<file path="src/rtl/tix_pkg.sv">
package tix_pkg;

    localparam int NTRIB  = 4;
    localparam int BYTE_W = 8;

    typedef logic [BYTE_W-1:0] byte_t;

    localparam logic [6:0] SCR_SEED = 7'h7F;

    // one scrambler step of a whole byte: key bits MSB first, next state
    typedef struct packed {
        byte_t      key;
        logic [6:0] state;
    } scr_out_t;

    // output register contents
    typedef struct packed {
        byte_t data;
        logic  fp;
    } tx_beat_t;

    function automatic scr_out_t scr_advance(input logic [6:0] s_in);
        scr_out_t   r;
        logic [6:0] s;
        s = s_in;
        r = '0;
        for (int b = BYTE_W - 1; b >= 0; b--) begin
            r.key[b] = s[6];
            s = {s[5:0], s[6] ^ s[5]};
        end
        r.state = s;
        return r;
    endfunction

    function automatic logic parity_bad(input byte_t d, input logic p, input logic fp,
                                        input logic odd, input logic wfp);
        return (^d) ^ (wfp & fp) ^ p ^ odd;
    endfunction

endpackage

</file>
<file path="src/rtl/tix_trib_port.sv">
module tix_trib_port import tix_pkg::*; (
    input  logic  clk,
    input  logic  rst,
    input  logic  strobe,
    input  byte_t din,
    input  logic  par,
    input  logic  fp,
    input  logic  par_odd,
    input  logic  par_with_fp,
    output byte_t held,
    output logic  par_err
);

    always_ff @(posedge clk) begin
        if (rst) begin
            held    <= '0;
            par_err <= 1'b0;
        end else begin
            par_err <= strobe & parity_bad(din, par, fp, par_odd, par_with_fp);
            if (strobe) held <= din;
        end
    end

    // an error pulse only ever follows a strobe cycle
    p_err_after_strobe_r8: assert property (@(posedge clk) disable iff (rst)
        par_err |-> $past(strobe));

endmodule

</file>
<file path="src/rtl/tix_frame_seq.sv">
module tix_frame_seq import tix_pkg::*; #(
    parameter int FRAME = 38880,
    localparam int PW = $clog2(FRAME)
) (
    input  logic             clk,
    input  logic             rst,
    input  logic             strobe,
    input  logic [NTRIB-1:0] fp_all,
    output logic             locked,
    output logic [PW-1:0]    pos
);

    localparam logic [PW-1:0] LAST_P = PW'(FRAME - 1);

    logic all_fp;
    assign all_fp = strobe & (&fp_all);

    always_ff @(posedge clk) begin
        if (rst) begin
            locked <= 1'b0;
            pos    <= '0;
        end else if (all_fp) begin
            locked <= 1'b1;
            pos    <= '0;
        end else if (locked) begin
            pos <= (pos == LAST_P) ? '0 : pos + PW'(1);
        end
    end

    p_lock_sticky_r2: assert property (@(posedge clk) disable iff (rst)
        locked |=> locked);

    p_lock_cause_r2: assert property (@(posedge clk) disable iff (rst)
        $rose(locked) |-> $past(strobe && (&fp_all)));

endmodule

</file>
<file path="src/rtl/tix_tx_stage.sv">
module tix_tx_stage import tix_pkg::*; #(
    parameter int ROWS        = 9,
    parameter int COLS        = 4320,
    parameter int A1_BYTES    = 48,
    parameter int A2_BYTES    = 48,
    parameter int TRACE_BYTES = 48,
    localparam int FRAME = ROWS * COLS,
    localparam int PW    = $clog2(FRAME)
) (
    input  logic          clk,
    input  logic          rst,
    input  logic          locked,
    input  logic [PW-1:0] pos,
    input  byte_t         cap_byte,
    input  logic          b1_en,
    input  logic          trace_en,
    input  logic          scr_en,
    output byte_t         out_data,
    output logic          out_fp
);

    localparam logic [PW-1:0] TRB_P  = PW'(A1_BYTES + A2_BYTES);
    localparam logic [PW-1:0] SCS_P  = PW'(A1_BYTES + A2_BYTES + TRACE_BYTES);
    localparam logic [PW-1:0] B1_P   = PW'(COLS);
    localparam logic [PW-1:0] LAST_P = PW'(FRAME - 1);

    tx_beat_t   beat_q;
    logic [6:0] lfsr_q;
    byte_t      acc_q, b1_q;
    byte_t      pre, fin, acc_n;
    scr_out_t   scr;

    always_comb begin
        pre = cap_byte;
        if (trace_en && pos >= TRB_P && pos < SCS_P)
            pre = byte_t'(pos - TRB_P) + 8'd1;
        if (b1_en && pos == B1_P)
            pre = b1_q;
        scr   = scr_advance((pos == SCS_P) ? SCR_SEED : lfsr_q);
        fin   = (scr_en && pos >= SCS_P) ? (pre ^ scr.key) : pre;
        acc_n = ((pos == '0) ? '0 : acc_q) ^ fin;
    end

    always_ff @(posedge clk) begin
        if (rst) begin
            beat_q <= '0;
            lfsr_q <= SCR_SEED;
            acc_q  <= '0;
            b1_q   <= '0;
        end else if (locked) begin
            beat_q <= '{data: fin, fp: (pos == '0)};
            if (pos >= SCS_P) lfsr_q <= scr.state;
            acc_q <= acc_n;
            if (pos == LAST_P) b1_q <= acc_n;
        end else begin
            beat_q <= '0;
        end
    end

    assign out_data = beat_q.data;
    assign out_fp   = beat_q.fp;

    p_fp_single_r10: assert property (@(posedge clk) disable iff (rst)
        out_fp |=> !out_fp);

    p_framing_clear_r4: assert property (@(posedge clk) disable iff (rst)
        (locked && pos < TRB_P) |=> out_data == $past(cap_byte));

    p_seed_key_r7: assert property (@(posedge clk) disable iff (rst)
        (locked && scr_en && pos == SCS_P) |=> out_data == ($past(cap_byte) ^ 8'hFE));

endmodule

</file>
<file path="src/rtl/trib_interleave_tx.sv">
module trib_interleave_tx import tix_pkg::*; #(
    parameter int ROWS        = 9,
    parameter int COLS        = 4320,
    parameter int A1_BYTES    = 48,
    parameter int A2_BYTES    = 48,
    parameter int TRACE_BYTES = 48
) (
    input  logic                           clk,
    input  logic                           rst,
    input  logic                           trib_strobe,
    input  logic [NTRIB-1:0][BYTE_W-1:0]   trib_data,
    input  logic [NTRIB-1:0]               trib_par,
    input  logic [NTRIB-1:0]               trib_fp,
    input  logic                           par_odd,
    input  logic                           par_with_fp,
    input  logic                           b1_en,
    input  logic                           trace_en,
    input  logic                           scr_en,
    output logic [BYTE_W-1:0]              out_data,
    output logic                           out_fp,
    output logic [NTRIB-1:0]               par_err
);

    localparam int FRAME = ROWS * COLS;
    localparam int PW    = $clog2(FRAME);
    localparam int LW    = $clog2(NTRIB);

    byte_t         held [NTRIB];
    byte_t         cap_byte;
    logic          locked;
    logic [PW-1:0] pos;

    for (genvar g = 0; g < NTRIB; g++) begin : g_lane
        tix_trib_port u_port (
            .clk         (clk),
            .rst         (rst),
            .strobe      (trib_strobe),
            .din         (trib_data[g]),
            .par         (trib_par[g]),
            .fp          (trib_fp[g]),
            .par_odd     (par_odd),
            .par_with_fp (par_with_fp),
            .held        (held[g]),
            .par_err     (par_err[g])
        );
    end

    tix_frame_seq #(.FRAME(FRAME)) u_seq (
        .clk    (clk),
        .rst    (rst),
        .strobe (trib_strobe),
        .fp_all (trib_fp),
        .locked (locked),
        .pos    (pos)
    );

    // rotation: the low bits of the frame position pick the lane
    assign cap_byte = held[pos[LW-1:0]];

    tix_tx_stage #(
        .ROWS        (ROWS),
        .COLS        (COLS),
        .A1_BYTES    (A1_BYTES),
        .A2_BYTES    (A2_BYTES),
        .TRACE_BYTES (TRACE_BYTES)
    ) u_tx (
        .clk      (clk),
        .rst      (rst),
        .locked   (locked),
        .pos      (pos),
        .cap_byte (cap_byte),
        .b1_en    (b1_en),
        .trace_en (trace_en),
        .scr_en   (scr_en),
        .out_data (out_data),
        .out_fp   (out_fp)
    );

endmodule

</file>
<file path="config.mk">
export PLATFORM = sky130hd
export DESIGN_NAME = trib_interleave_tx
export DESIGN_NICKNAME = d
export VERILOG_FILES = /design/src/rtl/tix_pkg.sv /design/src/rtl/tix_trib_port.sv /design/src/rtl/tix_frame_seq.sv /design/src/rtl/tix_tx_stage.sv /design/src/rtl/trib_interleave_tx.sv
export SDC_FILE = /design/constraint.sdc
export NUM_CORES = 1
export LEC_CHECK = 0
export BUFFER_PORTS_ARGS = -buffer_cell sky130_fd_sc_hd__buf_2
export CORE_MARGIN = 3
export CORE_UTILIZATION = 62
export DETAILED_ROUTE_END_ITERATION = 12
export PLACE_DENSITY = 0.9
export REMOVE_ABC_BUFFERS = 1
export SYNTH_ARGS = -nofsm -noshare
export SYNTH_HDL_FRONTEND = slang
export SYNTH_HIERARCHICAL = 1
export SYNTH_SLANG_ARGS = --single-unit
</file>
<file path="constraint.sdc">
create_clock -name clk -period 7.7 [get_ports clk]
set_input_delay 2.31 -clock clk [delete_from_list [all_inputs] [get_ports clk]]
set_output_delay 2.31 -clock clk [all_outputs]
set_load 0.02 [all_outputs]
</file>
**After elaboration in Yosys (flattened, before gate mapping)**

Index checks and enable logic that the tools add are counted.
W data, S select, Z words.

- Magnitude comparators: 4
- Multiplexer cells: 9
- Reductions and logical operators: 14
- $add $sub $neg: 3
- Equal/unequal tests: 3
- Bitwise logic cells: 33

Operators by type and width:

| kind | number |
|---|---|
| $mux W8 | 6 |
| $reduce_xor A8 Y1 | 4 |
| $xor A1 B1 Y1 | 20 |
| $add A16 B1 Y16 const B | 1 |
| $bmux W8 S2 | 1 |
| $eq A16 B13 Y1 const B | 1 |
| $eq A16 B16 Y1 const B | 1 |
| $eq A16 B8 Y1 const B | 1 |
| $ge A16 B7 Y1 const B | 1 |
| $ge A16 B8 Y1 const B | 1 |
| $logic_not A16 Y1 | 1 |
| $lt A16 B8 Y1 const B | 1 |
| $mux W16 | 1 |
| $xor A8 B8 Y8 | 2 |
| $and A1 B1 Y1 | 9 |
| $add A8 B1 Y8 const B | 1 |
| $sub A8 B7 Y8 const B | 1 |
| $mux W7 | 1 |
| $logic_and A1 B1 Y1 | 4 |
| $reduce_and A2 Y1 | 2 |
| $reduce_and A4 Y1 | 1 |
| $reduce_or A2 Y1 | 2 |
| $ge A3 B3 Y1 const B | 1 |
| $not A2 Y3 | 1 |
| $not A1 Y1 | 1 |

- Bits in registers: 85
- Input bits: 48
- Word-level logic and storage cells: 81

**Logic depth before layout (Yosys ltp)**

Gate-level depths: netlist of the first run.

- Depth after elaboration: 9
- Depth in mapped cells: 10

**Hierarchy**

Netlist of the first run, hierarchy kept.

By module, submodules not included:

| module | area each (sq um) | sequential area each (sq um) | cells each | instances |
|---|---|---|---|---|
| tix_tx_stage | 1945.6 | 640.6 | 235 | 1 |
| tix_trib_port | 407.9 | 180.2 | 38 | 4 |
| tix_frame_seq | 802.0 | 340.3 | 88 | 1 |
| trib_interleave_tx | 196.4 | 0.0 | 10 | 1 |

**Worst setup path before layout of the first run**

No wires, ideal clock.

- Kind: input -> register
- From: in b1_en
- To: reg u_tx.b1_q[5]
- Setup slack: 3773 ps
- Stages: 8
- Data required time: 7578 ps
- Data arrival time: 3805 ps
- Path buffers: 2
- Cells stage by stage: and2_1 -> buf_1 -> and2_0 -> buf_4 -> o31ai_2 -> xnor2_2 -> a2111oi_0 -> a311o_1

- Longest elaborated chain between the ends: 5

Ends and longest elaborated chain:

| what | RTL line | source |
|---|---|---|
| start, declared | trib_interleave_tx.sv:16 | `input logic b1_en,` |
| $logic_and A1 B1 Y1 * | tix_tx_stage.sv:37 | `if (b1_en && pos == B1_P)` |
| $mux W8 * | tix_tx_stage.sv:37 |  |
| $xor A8 B8 Y8 | tix_tx_stage.sv:40 | `fin = (scr_en && pos >= SCS_P) ? (pre ^ scr.key) : pre;` |
| $mux W8 * | tix_tx_stage.sv:40 |  |
| $xor A8 B8 Y8 * | tix_tx_stage.sv:41 | `acc_n = ((pos == '0) ? '0 : acc_q) ^ fin;` |
| end signal, assigned | tix_tx_stage.sv:54 | `if (pos == LAST_P) b1_q <= acc_n;` |
| end, declared | tix_tx_stage.sv:29 | `byte_t acc_q, b1_q;` |

Every way passes the cells marked *; elsewhere a longest branch is shown, timed or not.
A chain may end at the register's enable or synchronous reset.

==> run metrics, run 1 <==
status=complete, no violations; synthesized area=between 4000 and 5000 sq um; Die Ht=91.9 um; CP max stage cell=inv_1; CTS Buf Count=9; Ys Warns=6; share of layout cells above drive strength 1=0.196; worst-path cell chain=buf_2 > buf_4 > inv_1 > nand2_1 > or3b_1 > o311ai_1; I/O Buffers=60; CTS root buf=clkbuf_8; Hold Vio Cnt, Final=0; WP data required=7.97 ns; share of synthesized registers carrying an async set or reset=0; GRT Util Overall=0.263; WL/cell=17.0 um; FF+latch count, synth=between 80 and 90; PnR Total Power=0.000920 W; Worst slew margin=0.0725; Worst Path Max Fanout=55; achievable frequency=255 MHz; reg-to-reg slack, setup=~4.3 ns; slowest stage delay, CP=0.54 ns; Max Cap Viol=0; startpoint type of the worst setup path=input port; number of fillers in the final layout=481; final core occ=0.730; Post-CTS Resized=0; WL met3=674 um; EDFF count, synth=0; setup violators final=0; ys flop type=dfxtp_1; Power Density=180 nW/um^2; worst endpoint data arrival time=4.19 ns; worst slack, placed=3.45 ns; dpl hpwl=7590 um; cell family with most CP delay=buffers and inverters; DRC errors left=0; fin nets=584; Syn-to-layout area delta=11.3%; Highest Signal Layer=met4; diode count=0; Starting Density=0.655; HP Class=reg -> reg; leakage power=2.02 nW; Final Critical Period=around 3.9 ns; row cnt=30; Worst Setup SP=rst; clock slew at reported path FFs=0.08 ns; vias in the first global route=3659; clk sinks=85; commonest non-fill, non-tap cell in the layout=dfxtp_1; initial antenna violation count=0; synth unique cells=58; Iter 0 DRT Violations=about 480; IO Pins=61; Via Count=3849; Peak VDD IR=0.154 mV; Worst Setup End Kind=flop; RSZ-0062 raised after global routing=no; Core Area=6980 sq um; CP endpoint=u_tx/acc_q[6]$_SDFFE_PP0P_; total gr overflow=0; CTS tree=built; die area=8450 sq um; Fin Setup TNS=0 ns; clock skew=approximately 0.013 ns; WL met1=between 4000 and 5000 um; vias per cell=6.08; Post-CTS Hold Buffers=0; H-tree Lvls=3; die width=91.9 um; CP Depth=6; antenna viol nets, final=0; Buf/Inv on CP=3; CTS Buffer Depth=2; PnR worst setup slack=3.78 ns; R2R Path Start=u_seq/pos[12]$_SDFFE_PP0P_; Syn Inst Count=between 400 and 500; Seq/Total Area, Yosys=0.372; Multi-input gate area=2720 sq um; Worst Tran Pin Value=1.38 ns; DR WL met2=5310 um; period utilisation layout=0.509; Setup Buffers After CTS=0; reg-to-reg critical path endpoint=u_tx/b1_q[5]$_SDFFE_PP0P_; Max Slew Vio Count=0; Storage cell area=around 1700 sq um; largest net degree at the start of global routing=56; most frequent cells in the layout=dfxtp_1, nor2_1, buf_2; 1st-pass router iterations=6; worst r2r path cells=7; worst-skew pair later-pin latency=between 0.3 and 0.4 ns; GP Congestion=0.915; first-pass GRT wire length=17700 um; crit path kind=in -> reg; DRT Wirelength=10700 um; Mapped Avg Cell Area=~9.4 sq um
-- cells in the mapped netlist (all sizes together) (2+ instances only) --
| cell | count | area (sq um) |
|---|---|---|
| buf | 14 | 80.1 |
| xnor2 | 58 | 531 |
| nor3b | 5 | 57.6 |
| mux2i | 34 | 340 |
| mux4 | 8 | 180 |
| nor3 | 12 | 60.1 |
| or4 | 5 | 45.0 |
| or3 | 2 | 12.5 |
| a2bb2oi | 3 | 26.3 |
| a311o | 2 | 20.0 |
| o311ai | 9 | 78.8 |
| inv | 8 | 30.0 |
| a22oi | 5 | 52.6 |
| nor4 | 10 | 77.6 |
| a211oi | 5 | 42.5 |
| nor2 | 63 | 236 |
| clkbuf | 11 | 42.5 |
| and2 | 4 | 25.0 |
| o21ai | 12 | 60.1 |
| or2 | 2 | 12.5 |
| nand3 | 25 | 130 |
| nand2 | 34 | 128 |
| dfxtp | 85 | 1700 |
| nand3b | 4 | 30.0 |
| xnor3 | 4 | 90.1 |
| or3b | 3 | 26.3 |
| nand4bb | 2 | 22.5 |
| ha | 3 | 37.5 |
| a21oi | 7 | 35.0 |
| xor2 | 12 | 105 |
| a31oi | 2 | 12.5 |
| o31ai | 5 | 42.5 |
| nand4 | 12 | 87.6 |
| and3 | 6 | 37.5 |
-- worst min-delay path by stage --
stage / from / end / slack [ns] / depth (start not counted)
detailed placement: g_lane[2].u_port/held[4]$_SDFFE_PP0P_ / g_lane[2].u_port/held[4]$_SDFFE_PP0P_ / 0.48 / 2
CTS: u_tx/acc_q[3]$_SDFFE_PP0P_ / u_tx/acc_q[3]$_SDFFE_PP0P_ / 0.50 / 2
global placement: u_tx/acc_q[2]$_SDFFE_PP0P_ / u_tx/acc_q[2]$_SDFFE_PP0P_ / 0.46 / 2
floorplan: u_tx/acc_q[2]$_SDFFE_PP0P_ / u_tx/acc_q[2]$_SDFFE_PP0P_ / 0.45 / 2
finish: g_lane[1].u_port/held[6]$_SDFFE_PP0P_ / g_lane[1].u_port/held[6]$_SDFFE_PP0P_ / 0.51 / 2
global route: u_tx/acc_q[3]$_SDFFE_PP0P_ / u_tx/acc_q[3]$_SDFFE_PP0P_ / 0.53 / 2
-- logic make-up after synthesis --
| logic type | after synthesis | synth area share |
|---|---|---|
| compound gates | 54 | 0.0881 |
| xor+xnor | 74 | 0.159 |
| fa+ha+maj | 3 | 0.00820 |
| buf+inv | 33 | 0.0334 |
| flops | 85 | 0.372 |
| mux | 42 | 0.114 |
| simple gates | 194 | 0.226 |
-- power breakdown --
group | switching (W) | total [W] | internal, W | leakage, nW
Clock | 0.000158 | 0.000325 | 0.000167 | 0.102
Combinational | 0.0000644 | 0.000132 | 0.0000677 | 1.23
Sequential | 0.00000843 | 0.000462 | 0.000454 | 0.692
-- layout make-up --
type / count / share of cell area
Sequential cell: 85 / 0.334
Clock inverter: 4 / 0.0108
Multi-Input combinational cell: 367 / 0.534
Inverter: 8 / 0.00589
Timing Repair Buffer: 62 / 0.0619
Tap cell: 96 / 0.0236
Clock buffer: 11 / 0.0297
-- sequential cells by signal (all words and copies together) (netlist names) --
signal / count
g_lane.u_port/held: 32
g_lane.u_port/par_err: 4
u_seq/locked: 1
u_seq/pos: 16
u_tx/acc_q: 8
u_tx/b1_q: 8
u_tx/lfsr_q: 7
u_tx/out_data: 8
u_tx/out_fp: 1
-- layer usage --
| metal | track usage | up-vias |
|---|---|---|
| met1 | 0.347 | 1828 |
| met4 | 0.108 | 0 |
| met2 | 0.424 | 171 |
| met5 | 0 | - |
| met3 | 0.0492 | 24 |
| li1 | - | 1826 |
-- worst min-delay path, cell delays in order (launching register included) --
cell and delay, ns:
dfxtp_1 0.34, mux2i_1 0.07, nor2_1 0.07
-- stage by stage --
| step | hold slack, ns | area, sq um | std cells |
|---|---|---|---|
| 2_1_floorplan | 0.451 | 4450 | 460 |
| 3_3_place_gp | 0.465 | 4890 | 618 |
| 3_5_place_dp | 0.482 | 4890 | 618 |
| 4_1_cts | 0.503 | 5090 | 633 |
| 5_1_grt | 0.526 | 5090 | 633 |
| 6_report | 0.506 | 5090 | 633 |
Note: power is estimated with default switching activity, not from simulation.
==> run 2, diff against run 1 <==
ABC_AREA = 1   (was default)
CORE_UTILIZATION = 54   (was 62)
PLACE_DENSITY = 0.82   (was 0.9)
clock period = 3.45 ns   (was 7.7 ns; I/O delays follow)
==> run 2 against run 1 <==
Global-route usage fell by 3.8 points. Sequential power rose by 120%. Critical endpoint is now u_tx/b1_q[1]$_SDFFE_PP0P_. Highest routed layer unchanged. Largest cell class unchanged. Synthesized area up 17%. Largest power group unchanged.
==> run metrics, run 2 <==
Mapped Avg Cell Area=6.15 sq um; 1st-pass router iterations=7; share of the synthesized area in the top cell type=0.317; die area=11200 sq um; count leader, synth=nand2_1; Via Count=5183; Multi-input gate area=about 3000 sq um; crit path kind=reg -> reg; Fin Setup TNS=0 ns; initial antenna violation count=0; Post-CTS Resized=0; Syn-to-layout area delta=11.3%; Worst slew margin=0.440; WL/cell=11.1 um; ys flop type=dfxtp_1; CTS Buffer Depth=2; Storage cell area=1700 sq um; Final Critical Period=2.35 ns; startpoint type of the worst setup path=flop; period utilisation layout=0.681; largest cells by area after synthesis=dfxtp_1, nand2_1, inv_1, nor2_1, nand3_1; clk sinks=85; Seq/Total Area, Yosys=0.317; RSZ-0062 raised after global routing=no; DRC errors left=0; Max Slew Vio Count=0; Ys Warns=6; max reg flops=32; dpl cell area=5770 sq um; synth unique cells=36; FF+latch count, synth=85; GRT Util Overall=0.225; met1 global-route usage=0.294; Biggest register=g_lane.u_port/held; Hold Vio Cnt, Final=0; dpl hpwl=a little under 9000 um; reg-to-reg slack, setup=around 1.1 ns; R2R Path Start=u_seq/pos[1]$_SDFFE_PP0P_; number of fillers in the final layout=911; setup violators final=0; GP Congestion=0.871; Hold Crit Start=g_lane[3].u_port/held[3]$_SDFFE_PP0P_; Starting Density=0.567; die width=between 100 and 150 um; WP data required=3.71 ns; leakage power=3.05 nW; first-pass GRT wire length=around 21000 um; antenna viol nets, final=0; status=complete, no violations; share of synthesized registers carrying an async set or reset=0; EDFF count, synth=0; Synth area leader=dfxtp_1; most frequent cells in the layout=nand2_1, inv_1, nor2_1; I/O Buffers=60; achievable frequency=425 MHz; synthesized area=5370 sq um; final instance area=5970 sq um; Core Area=9460 sq um; DRT Wirelength=11800 um; fin nets=982; PnR Total Power=0.00210 W; HP Class=reg -> reg; Worst Tran Pin Value=between 0.8 and 0.9 ns; row cnt=35; clock skew=0.0125 ns; worst endpoint data arrival time=2.61 ns; Die Ht=106 um; vias per cell=a little under 5; Worst Path Max Fanout=16; Global Route met2 Usage=0.371; Peak VDD IR=~0.20 mV; H-tree Lvls=3; Worst Setup End Kind=flop; sink of the worst hold path=g_lane[3].u_port/held[3]$_SDFFE_PP0P_; reg-to-reg critical path endpoint=u_tx/b1_q[1]$_SDFFE_PP0P_; share of layout cells above drive strength 1=0.136; Setup Buffers After CTS=0; Power Density=approximately 350 nW/um^2; total gr overflow=0; worst r2r path cells=6; CTS tree=built; Post-CTS Hold Buffers=0; most frequent cells after synthesis=nand2_1, inv_1, nor2_1, dfxtp_1, nand3_1; vias in the first global route=4852; GR peak layer=met2; diode count=0; hold path depth=2; Iter 0 DRT Violations=305; worst-skew pair later-pin latency=0.36 ns; commonest non-fill, non-tap cell in the layout=nand2_1; Syn Inst Count=a little under 900; clock slew at reported path FFs=0.08 ns; CTS root buf=clkbuf_8; met3 usage=0.0472; IO Pins=between 60 and 70; largest net degree at the start of global routing=42; Max Cap Viol=0; CTS Buf Count=9; Top Registers=g_lane.u_port/held: 32 flops, u_seq/pos: 16 flops
## run 2: critical path: stages, from the launching register on
cell,delay (ns)
dfxtp_1,0.66
ha_1,0.29
nand3_1,0.20
nor4_4,0.80
nand3_1,0.17
nand2_1,0.10
inv_1,0.04
## run 2: how the worst max path moves through the flow
stage                                    from                          to  slack (ns)
global placement                        b1_en   u_tx/b1_q[0]$_SDFFE_PP0P_        1.16
global route        u_seq/pos[1]$_SDFFE_PP0P_   u_tx/b1_q[0]$_SDFFE_PP0P_        0.92
CTS                 u_seq/pos[1]$_SDFFE_PP0P_   u_tx/b1_q[0]$_SDFFE_PP0P_        1.13
detailed placement                      b1_en   u_tx/b1_q[0]$_SDFFE_PP0P_        1.14
floorplan           u_seq/pos[0]$_SDFFE_PP0P_  u_tx/acc_q[0]$_SDFFE_PP0P_        1.33
finish              u_seq/pos[1]$_SDFFE_PP0P_   u_tx/b1_q[1]$_SDFFE_PP0P_        1.10
## run 2: power by group
| part | leakage, nW | switching [W] | total (W) | internal (W) |
|---|---|---|---|---|
| clock | 0.103 | 0.000359 | 0.000764 | 0.000405 |
| sequential | 0.694 | 0.0000170 | 0.00103 | 0.00101 |
| combinational | 2.25 | 0.000187 | 0.000303 | 0.000116 |
| total | 3.05 | 0.000563 | 0.00210 | 0.00153 |
## run 2: metal layers
| metal | up-vias | wire length (um) |
|---|---|---|
| met5 | - | 0 |
| met4 | 0 | 237 |
| li1 | 2781 | - |
| met2 | 164 | 5270 |
| met1 | 2216 | 5580 |
| met3 | 22 | 748 |
## run 2: area by class of cell
type	instances	share of cell area
tap	129	0.0270
timing repair buffer	65	0.0566
sequential	85	0.285
multi-input combinational	618	0.501
clock buffer	11	0.0220
inverter	152	0.0960
clock inverter	4	0.0124
## run 2: kinds of logic after synthesis
group                      synth area share
and+or+nand+nor                       0.438
buffers and inverters                 0.125
DFF                                   0.317
AOI/OAI and AO/OA                    0.0683
xor gates and xnor gates             0.0441
adders and majority gates           0.00700
## run 2: metrics by stage
| stage | worst slack, ns | std cells | util | hold slack, ns |
|---|---|---|---|---|
| after global routing | 0.918 | 1064 | 0.631 | 0.488 |
| after global placement | 1.16 | 1049 | 0.610 | 0.452 |
| after detailed placement | 1.14 | 1049 | 0.610 | 0.459 |
| final | 1.10 | 1064 | 0.631 | 0.467 |
| after CTS | 1.13 | 1064 | 0.631 | 0.471 |
| after floorplan | 1.33 | 855 | - | 0.433 |
